### src/rtl/ts_pkg.sv
// Shared constants and types for the timestamp snapshot serializer.
// Assumes byte-wide messages; all users derive field sizes from BYTE_W.
package ts_pkg;
    localparam int BYTE_W = 8;

    typedef enum logic [1:0] {
        SEQ_IDLE = 2'd0,
        SEQ_LEAD = 2'd1,
        SEQ_SEND = 2'd2
    } seq_state_t;
endpackage

### src/rtl/ts_rtc_counter.sv
// Seconds/microseconds real-time counter.
// Microseconds advance on usec_tick, wrap at USEC_LIMIT-1 and carry into
// seconds in the same cycle. Assumes USEC_LIMIT fits in USEC_W bits.
module ts_rtc_counter #(
    parameter int SEC_W      = 32,
    parameter int USEC_W     = 20,
    parameter int USEC_LIMIT = 1000000
) (
    input  logic              clk,
    input  logic              rst_n,
    input  logic              usec_tick,
    output logic [SEC_W-1:0]  sec_o,
    output logic [USEC_W-1:0] usec_o
);
    localparam logic [USEC_W-1:0] USEC_LAST = USEC_W'(USEC_LIMIT - 1);

    logic usec_wrap;
    assign usec_wrap = usec_tick && (usec_o == USEC_LAST);

    // Microseconds count with wrap back to zero.
    always_ff @(posedge clk) begin
        if (!rst_n)
            usec_o <= '0;
        else if (usec_wrap)
            usec_o <= '0;
        else if (usec_tick)
            usec_o <= usec_o + USEC_W'(1);
    end

    // Seconds count, carried from the microseconds wrap.
    always_ff @(posedge clk) begin
        if (!rst_n)
            sec_o <= '0;
        else if (usec_wrap)
            sec_o <= sec_o + SEC_W'(1);
    end
endmodule

### src/rtl/ts_snapshot_capture.sv
// Captures seconds and microseconds together on load and lays them out as
// the message word: seconds field in the low bytes, zero-extended
// microseconds field in the high bytes. Assumes USEC_W leaves the top
// byte of the microseconds field empty.
module ts_snapshot_capture #(
    parameter int SEC_W     = 32,
    parameter int USEC_W    = 20,
    parameter int MSG_BYTES = 8
) (
    input  logic                          clk,
    input  logic                          rst_n,
    input  logic                          load,
    input  logic [SEC_W-1:0]              sec_i,
    input  logic [USEC_W-1:0]             usec_i,
    output logic [MSG_BYTES*ts_pkg::BYTE_W-1:0] msg_o
);
    localparam int MSG_W        = MSG_BYTES * ts_pkg::BYTE_W;
    localparam int SEC_BYTES    = (SEC_W + ts_pkg::BYTE_W - 1) / ts_pkg::BYTE_W;
    localparam int SEC_FIELD_W  = SEC_BYTES * ts_pkg::BYTE_W;
    localparam int USEC_FIELD_W = MSG_W - SEC_FIELD_W;

    // Single-edge capture of both counts into the message word.
    always_ff @(posedge clk) begin
        if (!rst_n)
            msg_o <= '0;
        else if (load)
            msg_o <= {USEC_FIELD_W'(usec_i), SEC_FIELD_W'(sec_i)};
    end
endmodule

### src/rtl/ts_byte_sequencer.sv
// Emits a lead-in strobe, then MSG_BYTES bytes of msg_i, LSB byte first,
// on consecutive cycles. Accepts a request only when idle. Assumes msg_i
// is stable from the cycle after acceptance to the end of the message.
module ts_byte_sequencer #(
    parameter int MSG_BYTES = 8
) (
    input  logic                                clk,
    input  logic                                rst_n,
    input  logic                                req,
    input  logic [MSG_BYTES*ts_pkg::BYTE_W-1:0] msg_i,
    output logic                                accept_o,
    output logic                                stb_o,
    output logic [ts_pkg::BYTE_W-1:0]           byte_o,
    output logic                                busy_o
);
    import ts_pkg::*;

    localparam int IDX_W = (MSG_BYTES > 1) ? $clog2(MSG_BYTES) : 1;
    localparam int CNT_W = $clog2(MSG_BYTES + 1);
    localparam logic [CNT_W-1:0] CNT_LAST = CNT_W'(MSG_BYTES);

    seq_state_t             state_q;
    logic [CNT_W-1:0]       cnt_q;
    logic [BYTE_W-1:0]      msg_bytes [MSG_BYTES];

    // Slice the message word into an indexable byte array.
    for (genvar gi = 0; gi < MSG_BYTES; gi++) begin : g_slice
        assign msg_bytes[gi] = msg_i[gi*BYTE_W +: BYTE_W];
    end

    assign accept_o = req && (state_q == SEQ_IDLE);
    assign busy_o   = (state_q != SEQ_IDLE);

    // State, byte counter, strobe and output byte register.
    always_ff @(posedge clk) begin
        if (!rst_n) begin
            state_q <= SEQ_IDLE;
            cnt_q   <= '0;
            stb_o   <= 1'b0;
            byte_o  <= '0;
        end else begin
            stb_o <= 1'b0;
            case (state_q)
                SEQ_IDLE: begin
                    byte_o <= '0;
                    if (accept_o) begin
                        state_q <= SEQ_LEAD;
                        stb_o   <= 1'b1;
                    end
                end
                SEQ_LEAD: begin
                    byte_o  <= msg_bytes[0];
                    cnt_q   <= CNT_W'(1);
                    state_q <= SEQ_SEND;
                end
                SEQ_SEND: begin
                    if (cnt_q == CNT_LAST) begin
                        byte_o  <= '0;
                        cnt_q   <= '0;
                        state_q <= SEQ_IDLE;
                    end else begin
                        byte_o <= msg_bytes[cnt_q[IDX_W-1:0]];
                        cnt_q  <= cnt_q + CNT_W'(1);
                    end
                end
                default: begin
                    byte_o  <= '0;
                    cnt_q   <= '0;
                    state_q <= SEQ_IDLE;
                end
            endcase
        end
    end
endmodule

### src/rtl/ts_snapshot_serializer.sv
// Top: real-time clock plus snapshot-to-byte-stream serializer.
// A request accepted while idle captures both counts on that edge, pulses
// stamp_stb for one cycle, then streams MSG_BYTES bytes.
module ts_snapshot_serializer #(
    parameter int SEC_W      = 32,
    parameter int USEC_W     = 20,
    parameter int USEC_LIMIT = 1000000,
    parameter int MSG_BYTES  = 8
) (
    input  logic       clk,
    input  logic       rst_n,
    input  logic       usec_tick,
    input  logic       snap_req,
    output logic       stamp_stb,
    output logic [7:0] stamp_byte,
    output logic       busy
);
    localparam int MSG_W = MSG_BYTES * ts_pkg::BYTE_W;

    logic [SEC_W-1:0]  sec_now;
    logic [USEC_W-1:0] usec_now;
    logic [MSG_W-1:0]  snap_msg;
    logic              snap_accept;

    ts_rtc_counter #(
        .SEC_W(SEC_W), .USEC_W(USEC_W), .USEC_LIMIT(USEC_LIMIT)
    ) u_rtc (
        .clk(clk), .rst_n(rst_n), .usec_tick(usec_tick),
        .sec_o(sec_now), .usec_o(usec_now)
    );

    ts_snapshot_capture #(
        .SEC_W(SEC_W), .USEC_W(USEC_W), .MSG_BYTES(MSG_BYTES)
    ) u_cap (
        .clk(clk), .rst_n(rst_n), .load(snap_accept),
        .sec_i(sec_now), .usec_i(usec_now), .msg_o(snap_msg)
    );

    ts_byte_sequencer #(
        .MSG_BYTES(MSG_BYTES)
    ) u_seq (
        .clk(clk), .rst_n(rst_n), .req(snap_req), .msg_i(snap_msg),
        .accept_o(snap_accept), .stb_o(stamp_stb),
        .byte_o(stamp_byte), .busy_o(busy)
    );
endmodule

### config.mk
export PLATFORM = sky130hd
export DESIGN_NAME = ts_snapshot_serializer
export DESIGN_NICKNAME = d
export VERILOG_FILES = /design/src/rtl/ts_pkg.sv /design/src/rtl/ts_rtc_counter.sv /design/src/rtl/ts_snapshot_capture.sv /design/src/rtl/ts_byte_sequencer.sv /design/src/rtl/ts_snapshot_serializer.sv
export SDC_FILE = /design/constraint.sdc
export NUM_CORES = 1
export LEC_CHECK = 0
export BUFFER_PORTS_ARGS = -buffer_cell sky130_fd_sc_hd__buf_2
export CORE_ASPECT_RATIO = 1.2
export CORE_MARGIN = 4
export CORE_UTILIZATION = 45
export CTS_CLUSTER_SIZE = 16
export DETAILED_ROUTE_END_ITERATION = 8
export RECOVER_POWER = 100
export SYNTH_ARGS = -nofsm -noshare
export SYNTH_HDL_FRONTEND = slang
export SYNTH_SLANG_ARGS = --single-unit
### constraint.sdc
create_clock -name clk -period 2.4 [get_ports clk]
set_input_delay 0.48 -clock clk [delete_from_list [all_inputs] [get_ports clk]]
set_output_delay 0.48 -clock clk [all_outputs]
set_load 0.005 [all_outputs]
* Yosys cells after proc, flatten, opt, wreduce, memory -nomap -nowiden
Index checks and enable logic that the tools add are counted.
** Storage, ports and cells
- Flip-flop bits (word level) :: 119
- Word-level logic and storage cells :: 37
** Operators by class
- Add/subtract/negate cells :: 3
- Magnitude comparators :: 1
- Equality and inequality tests :: 6
- Multiplexer cells :: 11
- Bitwise gates (word level) :: 2
- Reduce and logical (&&, ||, !) cells :: 7
** Operators with widths (number)
- 32-bit by 1-bit adder with 32-bit output, second input constant :: 1
- 8-bit binary-select mux with 3-bit select :: 1
- 8-bit 2-to-1 mux :: 3
- 20-bit by 1-bit adder with 20-bit output, second input constant :: 1
- 20-bit equality test, second input constant :: 1
- 8-bit case mux with 2 select lines :: 1
- 4-bit case mux with 3 select lines :: 1
- 2-bit case mux with 3 select lines :: 1
- 4-bit by 1-bit adder with 4-bit output, second input constant :: 1
- 4-bit equality test, second input constant :: 1
- 4-bit >= comparator, second input constant :: 1
- 2-bit 2-to-1 mux :: 2
- 4-bit 2-to-1 mux :: 1
- 3-bit NOT with 4-bit output :: 1
- 2-bit AND reduction :: 2
- 2-bit by 1-bit equality test with 1-bit output, second input constant :: 1
- 2-bit equality test, second input constant :: 1
- 1-bit logical AND :: 2
- 2-bit logical NOT :: 1
- 2-bit by 1-bit inequality test with 1-bit output, second input constant :: 1
- 2-bit inequality test, second input constant :: 1
- 2-bit nonzero test :: 1
- 2-bit OR reduction :: 1
- 1-bit 2-to-1 mux :: 1
- 1-bit NOT :: 1

* Longest topological paths before layout
- Word-level depth :: 6
- Gate-level depth with buffers :: 8
- Depth with buffers taken out :: 6

* Cells and area by module
Synthesis repeated with hierarchy kept, for this count alone.
** Second synthesis, totals
- Cells, all modules :: 600
- Area, all modules :: 5805.6 um^2
** Modules (own cells, without submodules)
- ts_rtc_counter :: times used 1, cells each 291, area an instance 2494.9 um^2, seq. area each 1041.0 um^2
- ts_snapshot_capture :: times used 1, cells each 180, area an instance 2085.8 um^2, seq. area each 1041.0 um^2
- ts_byte_sequencer :: times used 1, cells each 129, area an instance 1224.9 um^2, seq. area each 300.3 um^2

* Worst setup path after synthesis
Ideal clock, no wire load.
- Kind :: input to register
- From :: input usec_tick
- To :: register u_rtc.sec_o[5]
- Data arrival time :: 2.058 ns
- Slack :: 0.206 ns
- Stages :: 8
- Buffers on the path :: 4
- Cell sequence :: buf_4 -> nand4_2 -> or4_1 -> buf_2 -> buf_6 -> buf_2 -> o311ai_0 -> o41ai_1
** On the way
- Cells in the longest elaborated chain, start to end :: 1
** RTL lines
- from (decl) :: line ts_snapshot_serializer.sv:12 : input logic usec_tick,
- 1-bit logical AND :: line ts_rtc_counter.sv:18 : assign usec_wrap = usec_tick && (usec_o == USEC_LAST);
- to (signal assigned) :: line ts_rtc_counter.sv:35 : sec_o <= sec_o + SEC_W'(1);
- to (decl) :: line ts_rtc_counter.sv:12 : output logic [SEC_W-1:0] sec_o,
Every way passes these cells.
A chain may end at the register's enable or synchronous reset.

* Worst setup path after layout
- From :: register u_rtc.usec_o[1]
- To :: register u_rtc.sec_o[12]
** On the way
- Cells in the longest elaborated chain, start to end :: 2
** RTL lines
- from (decl) :: line ts_rtc_counter.sv:13 : output logic [USEC_W-1:0] usec_o
- from (signal assigned) :: line ts_rtc_counter.sv:27 : usec_o <= usec_o + USEC_W'(1);
- 20-bit equality test :: line ts_rtc_counter.sv:18
- 1-bit logical AND :: line ts_rtc_counter.sv:18
Every way passes these cells.

==> flow_summary_export.csv <==
group,metric,value,unit
placement,io_buffers,13,
critical_path,cp-end-kind,"flip-flop",
grt,grt_max_degree,54,
route,via_per_inst,5.598,
sta,skew,0.007015,ns
floorplan,ios,14,
critical_path,crit_fanout,53,
final_layout,fillerInstances,1097,
floorplan,start_util,0.4661,
route,routedWlPerCell,15.36,um
final_layout,diodes,0,
sta,hold_viol,0,
grt,grt_overflow,0,
floorplan,row_count,43,
power_and_ir_drop,peakVddDrop,0.4605,mV
logic_synthesis,synth_nets,658,
route,ant_nets,0,
worst_hold_path,min-delay-start,"u_cap.msg_o[17]$_SDFFE_PN0P_",
outcome,status,"finished clean",
route,vias,4590,
logic_synthesis,synth-simple-area-share,0.2493,
flow_run,cap_violations,0,
critical_path,required,2.74,ns
logic_synthesis,synth.distinct_cells,43,
placement,gp_congestion,0.8043,
logic_synthesis,ys_seq_area_frac,0.4378,
power_and_ir_drop,p_leak,2.005,nW
grt,grt_usage,0.1947,
sta,rsz0062_at_grt,"no",
clock_network,cts_hold_buf,0,
logic_synthesis,synth_fa_ha_area_frac,0.02069,
logic_synthesis,synth_compound_area_frac,0.1416,
floorplan,fp.dieArea,13920,um2
logic_synthesis,synth.mux.area_fraction,0.08278,
route,first_pass_iters,7,
logic_synthesis,synth_cells,645,
grt,grt_pass1_vias,4368,
route,routed_wl,12600,um
placement,pre_cts_slack,0.1671,ns
clock_network,clk_pin_slew,0.05,ns
sta,relSlewSlack,0.3022,
placement,dp.cells,792,
critical_path,critPathArrivalTime,2.50,ns
route,drt_iter0_drc,271,
logic_synthesis,synth_top_family_by_area,"simple AND/OR/NAND/NOR gates",
floorplan,core,11670,um2
logic_synthesis,netlist_area,5441,um2
final_layout,nets,667,
sta,finalCriticalPeriod,2.155,ns
logic_synthesis,synth_warnings,0,
logic_synthesis,synth_edf_count,0,
clock_network,h-tree-depth,4,
floorplan,die_w,108.4,um
power_and_ir_drop,power,4.810,mW
route,drcViolationCount,0,
clock_network,clock_latency,0.41,ns
sta,setup_ws,0.2447,ns
sta,tightest_slew,1.047,ns
logic_synthesis,synth_xor_area_frac,0.02092,
critical_path,r2r_start,"u_rtc.usec_o[1]$_SDFFE_PP0P_",
logic_synthesis,synth_top_flop_cell,"dfxtp_1",
clock_network,clock_sinks,119,
sta,post-route-period-util,0.8980,
clock_network,cts_resized,0,
clock_network,cts_root_buf,"clkbuf_16",
logic_synthesis,synthArstFlopShare,0,
clock_network,clk_path_buf_depth,2,
final_layout,post_route_cells_drive_above_1_share,0.1041,
worst_hold_path,hold_class,"flip-flop to flip-flop",
clock_network,post_cts.repair.setup_buffers,0,
grt,antenna_found_initial,0,
grt,grt_pass1_wl,21360,um
critical_path,criticalPathCategory,"flip-flop to flip-flop",
sta,fin_setup_tns,0,ns
clock_network,cts_made_buffers,17,
logic_synthesis,ys_ff_latch,119,
clock_network,cts_tree,"done",
sta,setup_violations,0,
final_layout,mostFrequentLayoutCell,"nand2_1",
final_layout,finalNonFillerCells,820,
critical_path,startpoint,"u_rtc.usec_o[1]$_SDFFE_PP0P_",
power_and_ir_drop,power.density,770.5,nW/um2
floorplan,die_h,128.5,um
sta,max_freq,0.4640,GHz
sta,drv_slew,0,
logic_synthesis,syn_area_per_cell,8.436,um2
final_layout,synthToLayoutAreaGrowth,14.74,%
placement,hpwlAfterDp,8727,um
final_layout,final_cell_mix,"nand2_1, dfxtp_1, a21oi_1",
critical_path,cp-start-kind,"flip-flop",
==> layer usage <==
| metal | track usage | wire [um] | vias to the layer above | part of all wire |
|---|---|---|---|---|
| li1 | - | - | 2312 | - |
| met1 | 0.2473 | 5612 | 2187 | 0.45 |
| met2 | 0.3247 | 6324 | 76 | 0.50 |
| met3 | 0.04265 | 496 | 15 | 0.039 |
| met4 | 0.07281 | 164 | 0 | 0.013 |
| met5 | 0 | 0 | - | 0 |
==> synthesized netlist by cell type, drive strengths merged (14+ instances only) <==
cell type / n / share of area
inv: 19 / 0.013
clkbuf: 35 / 0.024
nand3: 15 / 0.014
a21oi: 75 / 0.069
nand2: 144 / 0.099
nand4: 16 / 0.020
or4: 14 / 0.019
nand2b: 16 / 0.018
nor4: 16 / 0.018
mux2i: 27 / 0.050
dfxtp: 119 / 0.44
nor2: 18 / 0.012
==> area by class of cell <==
cell class	count	area (um2)	share of cell area
well taps	157	196.4	0.03146
clock buffers	24	501.7	0.08036
clock inverters	4	45.04	0.007214
flip-flops and latches	119	2382	0.3816
multi-input cells	462	2804	0.4491
repair buffers	35	242.7	0.03888
inverters	19	71.32	0.01142
==> flip-flops by register name, summed over array words and instances (netlist names) <==
register       count
u_cap.msg_o       52
u_rtc.sec_o       32
u_rtc.usec_o      20
u_seq.byte_o       8
u_seq.cnt_q        4
u_seq.state_q      2
u_seq.stb_o        1
==> cells by family (layout without fill, tap and decap cells) <==
logic type / count (synthesis) / count (layout)
AND/OR/NAND/NOR: 276 / 276
AO/OA/AOI/OAI: 129 / 129
flip-flops: 119 / 119
buffers and inverters: 64 / 82
multiplexers: 35 / 35
XOR/XNOR: 13 / 13
adder cells (fa/ha/maj): 9 / 9
==> path summary, 6_finish.rpt <==
| check | cells after the start | to | slack (ns) |
|---|---|---|---|
| min | 2 | u_cap.msg_o[17]$_SDFFE_PN0P_ | 0.45 |
| min reg2reg | 2 | u_cap.msg_o[17]$_SDFFE_PN0P_ | 0.45 |
| max | 6 | u_rtc.sec_o[12]$_SDFFE_PN0P_ | 0.24 |
| max reg2reg | 6 | u_rtc.sec_o[12]$_SDFFE_PN0P_ | 0.24 |
==> per-stage QoR <==
| stage | util | hold slack (ns) | cell area [um2] |
|---|---|---|---|
| final | 0.5348 | 0.4534 | 6243 |
| after global routing | 0.5348 | 0.4696 | 6243 |
| after CTS | 0.5358 | 0.4446 | 6256 |
| after detailed placement | 0.4890 | 0.4469 | 5709 |
| after global placement | 0.4890 | 0.4399 | 5709 |
| after floorplan | - | 0.4331 | 5441 |
==> worst max-delay path, stage by stage, from the launching register on <==
cell and delay, ns:
dfxtp_1 0.33, ha_1 0.20, nand2_1 0.09, or4_1 0.57, buf_12 0.20, or4_1 0.52, a21oi_1 0.15
==> power by group <==
group          leakage, nW  switching (mW)  internal (mW)  total [mW]
clock                0.274           0.819           1.53        2.35
combinational        0.772           0.316          0.126       0.442
sequential           0.959          0.0214           2.00        2.02
total                 2.01            1.16           3.65        4.81
(Power assumes the default switching activity.)
